**src/rtl/hrri_pkg.sv**
```systemverilog
package hrri_pkg;
    localparam int PHASE_W = 3;
    typedef logic [PHASE_W-1:0] phase_t;

    // Phase at which a pending character may open the artificial retrace.
    localparam phase_t SET_PHASE = '0;

    typedef struct packed {
        logic set_req;
        logic clr_req;
    } flag_ctl_t;

    typedef struct packed {
        logic blank_n;
        logic adv_inhibit;
        logic art_vret;
    } disp_ctl_t;

    function automatic logic phase_is(input phase_t ph, input phase_t target);
        return ph == target;
    endfunction

    function automatic disp_ctl_t disp_from_flag(input logic flag);
        disp_ctl_t d;
        d.blank_n     = ~flag;
        d.adv_inhibit = flag;
        d.art_vret    = flag;
        return d;
    endfunction
endpackage

```
**src/rtl/hrri_sync.sv**
```systemverilog
module hrri_sync #(
    parameter int   STAGES  = 2,
    parameter logic RST_VAL = 1'b0
) (
    input  logic clk,
    input  logic rst,
    input  logic d_i,
    output logic q_o
);
    logic [STAGES-1:0] chain;

    generate
        for (genvar i = 0; i < STAGES; i++) begin : g_stage
            if (i == 0) begin : g_first
                always_ff @(posedge clk) begin
                    if (rst) chain[0] <= RST_VAL;
                    else     chain[0] <= d_i;
                end
            end else begin : g_next
                always_ff @(posedge clk) begin
                    if (rst) chain[i] <= RST_VAL;
                    else     chain[i] <= chain[i-1];
                end
            end
        end
    endgenerate

    assign q_o = chain[STAGES-1];
endmodule

```
**src/rtl/hrri_decode.sv**
```systemverilog
module hrri_decode
    import hrri_pkg::*;
#(
    parameter phase_t CLEAR_PHASE = '1
) (
    input  logic      fast_s_i,
    input  logic      pend_n_s_i,
    input  phase_t    phase_i,
    input  logic      vret_i,
    output flag_ctl_t ctl_o
);
    always_comb begin
        ctl_o.set_req = fast_s_i && !pend_n_s_i && phase_is(phase_i, SET_PHASE);
        ctl_o.clr_req = vret_i && phase_is(phase_i, CLEAR_PHASE);
    end
endmodule

```
**src/rtl/hrri_flag.sv**
```systemverilog
module hrri_flag
    import hrri_pkg::*;
(
    input  logic      clk,
    input  logic      rst,
    input  flag_ctl_t ctl_i,
    output logic      flag_o
);
    always_ff @(posedge clk) begin
        if (rst)                flag_o <= 1'b0;
        else if (ctl_i.clr_req) flag_o <= 1'b0;
        else if (ctl_i.set_req) flag_o <= 1'b1;
    end

    a_r2_set: assert property (@(posedge clk) disable iff (rst)
        (ctl_i.set_req && !ctl_i.clr_req) |=> flag_o);
    a_r3_no_spurious_set: assert property (@(posedge clk) disable iff (rst)
        (!flag_o && !ctl_i.set_req) |=> !flag_o);
    a_r7_hold: assert property (@(posedge clk) disable iff (rst)
        (flag_o && !ctl_i.clr_req) |=> flag_o);
    a_r7_clear: assert property (@(posedge clk) disable iff (rst)
        ctl_i.clr_req |=> !flag_o);
endmodule

```
**src/rtl/hirate_retrace_inject.sv**
```systemverilog
module hirate_retrace_inject
    import hrri_pkg::*;
#(
    parameter int     SYNC_STAGES = 2,
    parameter phase_t CLEAR_PHASE = '1
) (
    input  logic                clk,
    input  logic                rst,
    input  logic                fast_baud_i,
    input  logic                pend_n_i,
    input  logic [PHASE_W-1:0]  seq_phase_i,
    input  logic                real_vret_i,
    output logic                blank_n_o,
    output logic                adv_inhibit_o,
    output logic                art_vret_o
);
    logic      fast_s;
    logic      pend_n_s;
    flag_ctl_t ctl;
    logic      flag;
    disp_ctl_t disp;

    hrri_sync #(.STAGES(SYNC_STAGES), .RST_VAL(1'b0)) u_sync_baud (
        .clk(clk), .rst(rst), .d_i(fast_baud_i), .q_o(fast_s));

    hrri_sync #(.STAGES(SYNC_STAGES), .RST_VAL(1'b1)) u_sync_pend (
        .clk(clk), .rst(rst), .d_i(pend_n_i), .q_o(pend_n_s));

    hrri_decode #(.CLEAR_PHASE(CLEAR_PHASE)) u_decode (
        .fast_s_i(fast_s), .pend_n_s_i(pend_n_s), .phase_i(seq_phase_i),
        .vret_i(real_vret_i), .ctl_o(ctl));

    hrri_flag u_flag (.clk(clk), .rst(rst), .ctl_i(ctl), .flag_o(flag));

    assign disp          = disp_from_flag(flag);
    assign blank_n_o     = disp.blank_n;
    assign adv_inhibit_o = disp.adv_inhibit;
    assign art_vret_o    = disp.art_vret;

    // with the synchronised rate select low, an idle flag stays idle
    a_r4_slow_idle: assert property (@(posedge clk) disable iff (rst)
        (!fast_s && !art_vret_o) |=> !art_vret_o);
    // nothing pending keeps an idle flag idle
    a_r5_no_pend_idle: assert property (@(posedge clk) disable iff (rst)
        (pend_n_s && !art_vret_o) |=> !art_vret_o);
    // the blanking and inhibit outputs never disagree
    a_r6_outputs_agree: assert property (@(posedge clk) disable iff (rst)
        adv_inhibit_o == !blank_n_o);
endmodule

```
**config.mk**
```make
export PLATFORM = sky130hd
export DESIGN_NAME = hirate_retrace_inject
export DESIGN_NICKNAME = d
export VERILOG_FILES = /design/src/rtl/hrri_pkg.sv /design/src/rtl/hrri_sync.sv /design/src/rtl/hrri_decode.sv /design/src/rtl/hrri_flag.sv /design/src/rtl/hirate_retrace_inject.sv
export SDC_FILE = /design/constraint.sdc
export NUM_CORES = 1
export LEC_CHECK = 0
export BUFFER_PORTS_ARGS = -buffer_cell sky130_fd_sc_hd__buf_4
export CAP_MARGIN = 20
export CORE_AREA = 2 2 39 41
export CTS_CLUSTER_DIAMETER = 60
export DETAILED_ROUTE_END_ITERATION = 8
export DIE_AREA = 0 0 41 43
export SYNTH_ARGS = -nofsm -noshare
export SYNTH_HDL_FRONTEND = slang
export SYNTH_HIERARCHICAL = 1
export SYNTH_SLANG_ARGS = --single-unit
export TNS_END_PERCENT = 20
```
**constraint.sdc**
```tcl
create_clock -name clk -period 1.66 [get_ports clk]
set_clock_uncertainty 0.2 [all_clocks]
set_input_delay 0 -clock clk [delete_from_list [all_inputs] [get_ports clk]]
set_output_delay 0 -clock clk [all_outputs]
set_load 0.01 [all_outputs]
```
### Word-level counts from Yosys, hierarchy flattened

Index checks and enable logic that the tools add are counted.

* register bits: 5
* logic and storage cells: 13
* input port bits: 8
* output and inout bits: 3

* bitwise gates (word level): 1
* reductions and logical operators: 6
* equal/unequal tests: 1

Operators by type and width (number)
* $eq 3x3->1 const B: 1
* $logic_and 1x1->1: 3
* $logic_not 3->1: 1
* $reduce_or 2->1: 1
* $logic_not 1->1: 1
* $not 1->1: 1

### Logic depth before layout (Yosys ltp)

* depth after elaboration: 3
* mapped depth: 4
* gate-level depth less buffers: 4

### Hierarchy

Netlist, hierarchy kept.

By module, submodules not included
* hrri_sync: times used 2, cells each 4, sequential area each 40.0 µm², area an instance 52.6 µm²
* hrri_flag: times used 1, cells each 3, sequential area each 20.0 µm², area an instance 33.8 µm²
* hrri_decode: times used 1, cells each 3, sequential area each 0.0 µm², area an instance 21.3 µm²
* hirate_retrace_inject: times used 1, cells each 2, sequential area each 0.0 µm², area an instance 11.3 µm²

### Worst setup path after synthesis

Ideal clock, no wire load.

* kind: flip-flop to flip-flop
* start: reg u_sync_pend.chain[1], in the netlist u_sync_pend/q_o
* end: reg u_flag.flag_o
* clock period less this slack: 1.033 ns
* stages on the path, launching flop included: 5
* arrival: 0.760 ns
* required time: 1.387 ns
* path buffers: 0
* setup time: 0.073 ns
* setup slack: 0.627 ns
* cells stage by stage: dfxtp_1 nor4_1 and2_1 nor2_1 nor3_2

RTL lines
* start, declared: line hrri_sync.sv:10 `logic [STAGES-1:0] chain;`
* start signal, assigned by index: line hrri_sync.sv:22 `else chain[i] <= chain[i-1];`
* end signal, assigned: line hrri_flag.sv:10 `if (rst) flag_o <= 1'b0;`
* end signal, assigned: line hrri_flag.sv:11 `else if (ctl_i.clr_req) flag_o <= 1'b0;`
* end signal, assigned: line hrri_flag.sv:12 `else if (ctl_i.set_req) flag_o <= 1'b1;`
* end, declared: line hrri_flag.sv:7 `output logic flag_o`

==> metrics.yaml <==
status:
  status: "complete, no violations"
sta:
  rsz0062_at_grt: "false"
  relSlewSlack: 0.876
  timing.setup.tns_ps: 0
  fin_ws_ps: 94.9
  max_freq_ghz: 0.639
  drv_slew: 0
  min_period_ps: 1570
  period_share: 0.943
  hold_viol_final: 0
  setup_violations: 0
  worst_slew_pin_slew_ps: 184
  timing.hold.ws_ps: 7.76
setup_path:
  r2r_start: "u_sync_pend/q_o$_SDFF_PP1_"
  path_class: "input port to flip-flop"
  cp-start-kind: "input port"
  path_max_fanout: 2
  reg2reg_slack_ps: 580
  crit_path_end_kind: "flip-flop"
  rr_worst_depth: 4
  cp.required_ps: 1630
  cp_data_arrival_time_ps: 1540
  timing.rr.end: "u_flag/flag_o$_SDFFE_PP0P_"
floorplan:
  die-width_um: 41
  die_y_um: 43
  rows: 14
  ioPinCount: 11
  start_util: 0.124
  die-area_um2: 1760
  coreArea_um2: 1380
pwr:
  clock_power_share: 0.479
  ir_worst_vdd_uv: 320
  p_per_area_nw_per_um2: 860
  combPwrFrac: 0.097
  p_leak_nw: 0.151
  switching_share: 0.200
  intPower_mw: 0.238
  pwr-share-seq: 0.424
  power_switching_mw: 0.0593
clock_network:
  path_clk_slew_ps: 40
  cts-root-buf: "clkbuf_4"
  cts_setup_buffers: 0
  cts_sinks: 5
  cts_buffer_depth: 2
  htree_num_levels: 1
  cts_tree: "yes"
  clk_latency_ps: 240
  cts_made_buffers: 3
final_layout:
  final_cells: 51
  fillers: 146
  fin_nets: 44
  drive_above_1_share: 0.400
  diodes: 0
  layout_common_cells: "buf_4, dlygate4sd3_1, dfxtp_1"
  synthToLayoutAreaGrowth_pct: 101
  final_common_cell: "buf_4"
hold_path:
  holdPathStages: 5
  hp-class: "input port to flip-flop"
  hold_start: "seq_phase_i[1]"
  hold_end: "u_flag/flag_o$_SDFFE_PP0P_"
placed_design:
  numPortBuffers: 10
  dp_slack_ps: 586
  placedCellCount: 41
  gp_congestion: 0.603
global_routing:
  grt_pass1_vias: 185
  grt_pass1_wl_um: 655
  grt_max_degree: 6
  antenna_found_initial: 0
  overflow: 0
  grtUsageTotal: 0.0652
drt:
  wl_per_cell_um: 7.08
  wirelength_um: 361
  firstDrtPassIters: 2
  drt_iter0_drc: 9
  routed_via_density: 3.31
  via_count: 169
  ant_nets: 0
  drc: 0
synth:
  yosysWarnings: 6
  synth_area_leaders: "dfxtp_1, nor2b_1, or2_1"
  synth_top_area_share: 0.584
  ys_ff_latch: 5
  ys_types: 10
  synth_area_leader_cell: "dfxtp_1"
  postSynthAreaPerCell_um2: 10.7
  yosysSeqAreaShare: 0.584
  syn_inst: 16
  synth_nets: 24
  syn_area_um2: 171
flow_run:
  maxCapViolations: 0
[flip-flops by register name, indices dropped and copies added, names as in the netlist]
| register | cells |
|---|---|
| u_sync_baud/q_o | 1 |
| u_flag/flag_o | 1 |
| u_sync_pend/chain | 1 |
| u_sync_baud/chain | 1 |
| u_sync_pend/q_o | 1 |
[metrics by stage]
stage	cell area (um^2)	utilization	total power, mW
detailed placement	259	0.187	0.147
global placement	259	0.187	0.146
floorplan	171	-	0.132
global route	345	0.250	0.316
CTS	345	0.250	0.302
finish	345	0.250	0.297
[cell usage after synthesis]
master	count
and4_1	1
nor2b_1	2
nor3_2	1
nor4_1	1
buf_4	1
dfxtp_1	5
nor2_1	1
inv_1	1
or2_1	2
and2_1	1
[critical path, stage by stage]
cell and delay, ps:
dlygate4sd3_1 530, buf_4 130, and4_1 140, dlygate4sd3_1 560, nor3_2 160
[cells by family (layout without fill, tap and decap cells)]
family | Yosys count | count (layout) | synth area share
buffers and inverters | 2 | 21 | 0.0657
and+or+nand+nor | 9 | 9 | 0.350
DFF | 5 | 5 | 0.584
[per-layer routing]
layer,vias up,GRT usage,wire [um]
li1,88,-,-
met1,72,0.0385,137
met2,9,0.0906,181
met3,0,0.0785,41
met4,0,0.0600,0
met5,-,0,0
[power by group through the flow]
| stage | Clock, mW | Sequential (mW) | Combinational, mW |
|---|---|---|---|
| after floorplan | 0 | 0.128 | 0.00381 |
| after global placement | 0 | 0.128 | 0.0183 |
| after detailed placement | 0 | 0.128 | 0.0191 |
| after CTS | 0.147 | 0.126 | 0.0292 |
| after global routing | 0.158 | 0.126 | 0.0317 |
| final | 0.142 | 0.126 | 0.0288 |
[layout make-up]
| class | count | area, um^2 | area share |
|---|---|---|---|
| clock buffers | 4 | 26.3 | 0.0761 |
| inverters | 1 | 3.75 | 0.0109 |
| multi-input cells | 9 | 60.1 | 0.174 |
| flip-flops and latches | 5 | 100 | 0.290 |
| well taps | 16 | 20.0 | 0.0580 |
| repair buffers | 16 | 135 | 0.391 |
[what timing repair did]
item	CTS	global route
gates resized for setup	0	0
hold buffers	6	0
endpoints found under the hold margin	5	0
[worst max-delay path by stage]
stage | startpoint | to | depth (start not counted)
2_1_floorplan | u_sync_pend/q_o$_SDFF_PP1_ | u_flag/flag_o$_SDFFE_PP0P_ | 4
3_3_place_gp | u_sync_pend/q_o$_SDFF_PP1_ | u_flag/flag_o$_SDFFE_PP0P_ | 4
3_5_place_dp | u_sync_pend/q_o$_SDFF_PP1_ | u_flag/flag_o$_SDFFE_PP0P_ | 4
4_1_cts | seq_phase_i[2] | u_flag/flag_o$_SDFFE_PP0P_ | 5
5_1_grt | seq_phase_i[2] | u_flag/flag_o$_SDFFE_PP0P_ | 5
6_report | seq_phase_i[2] | u_flag/flag_o$_SDFFE_PP0P_ | 5
Note: power is estimated with default switching activity, not from simulation.
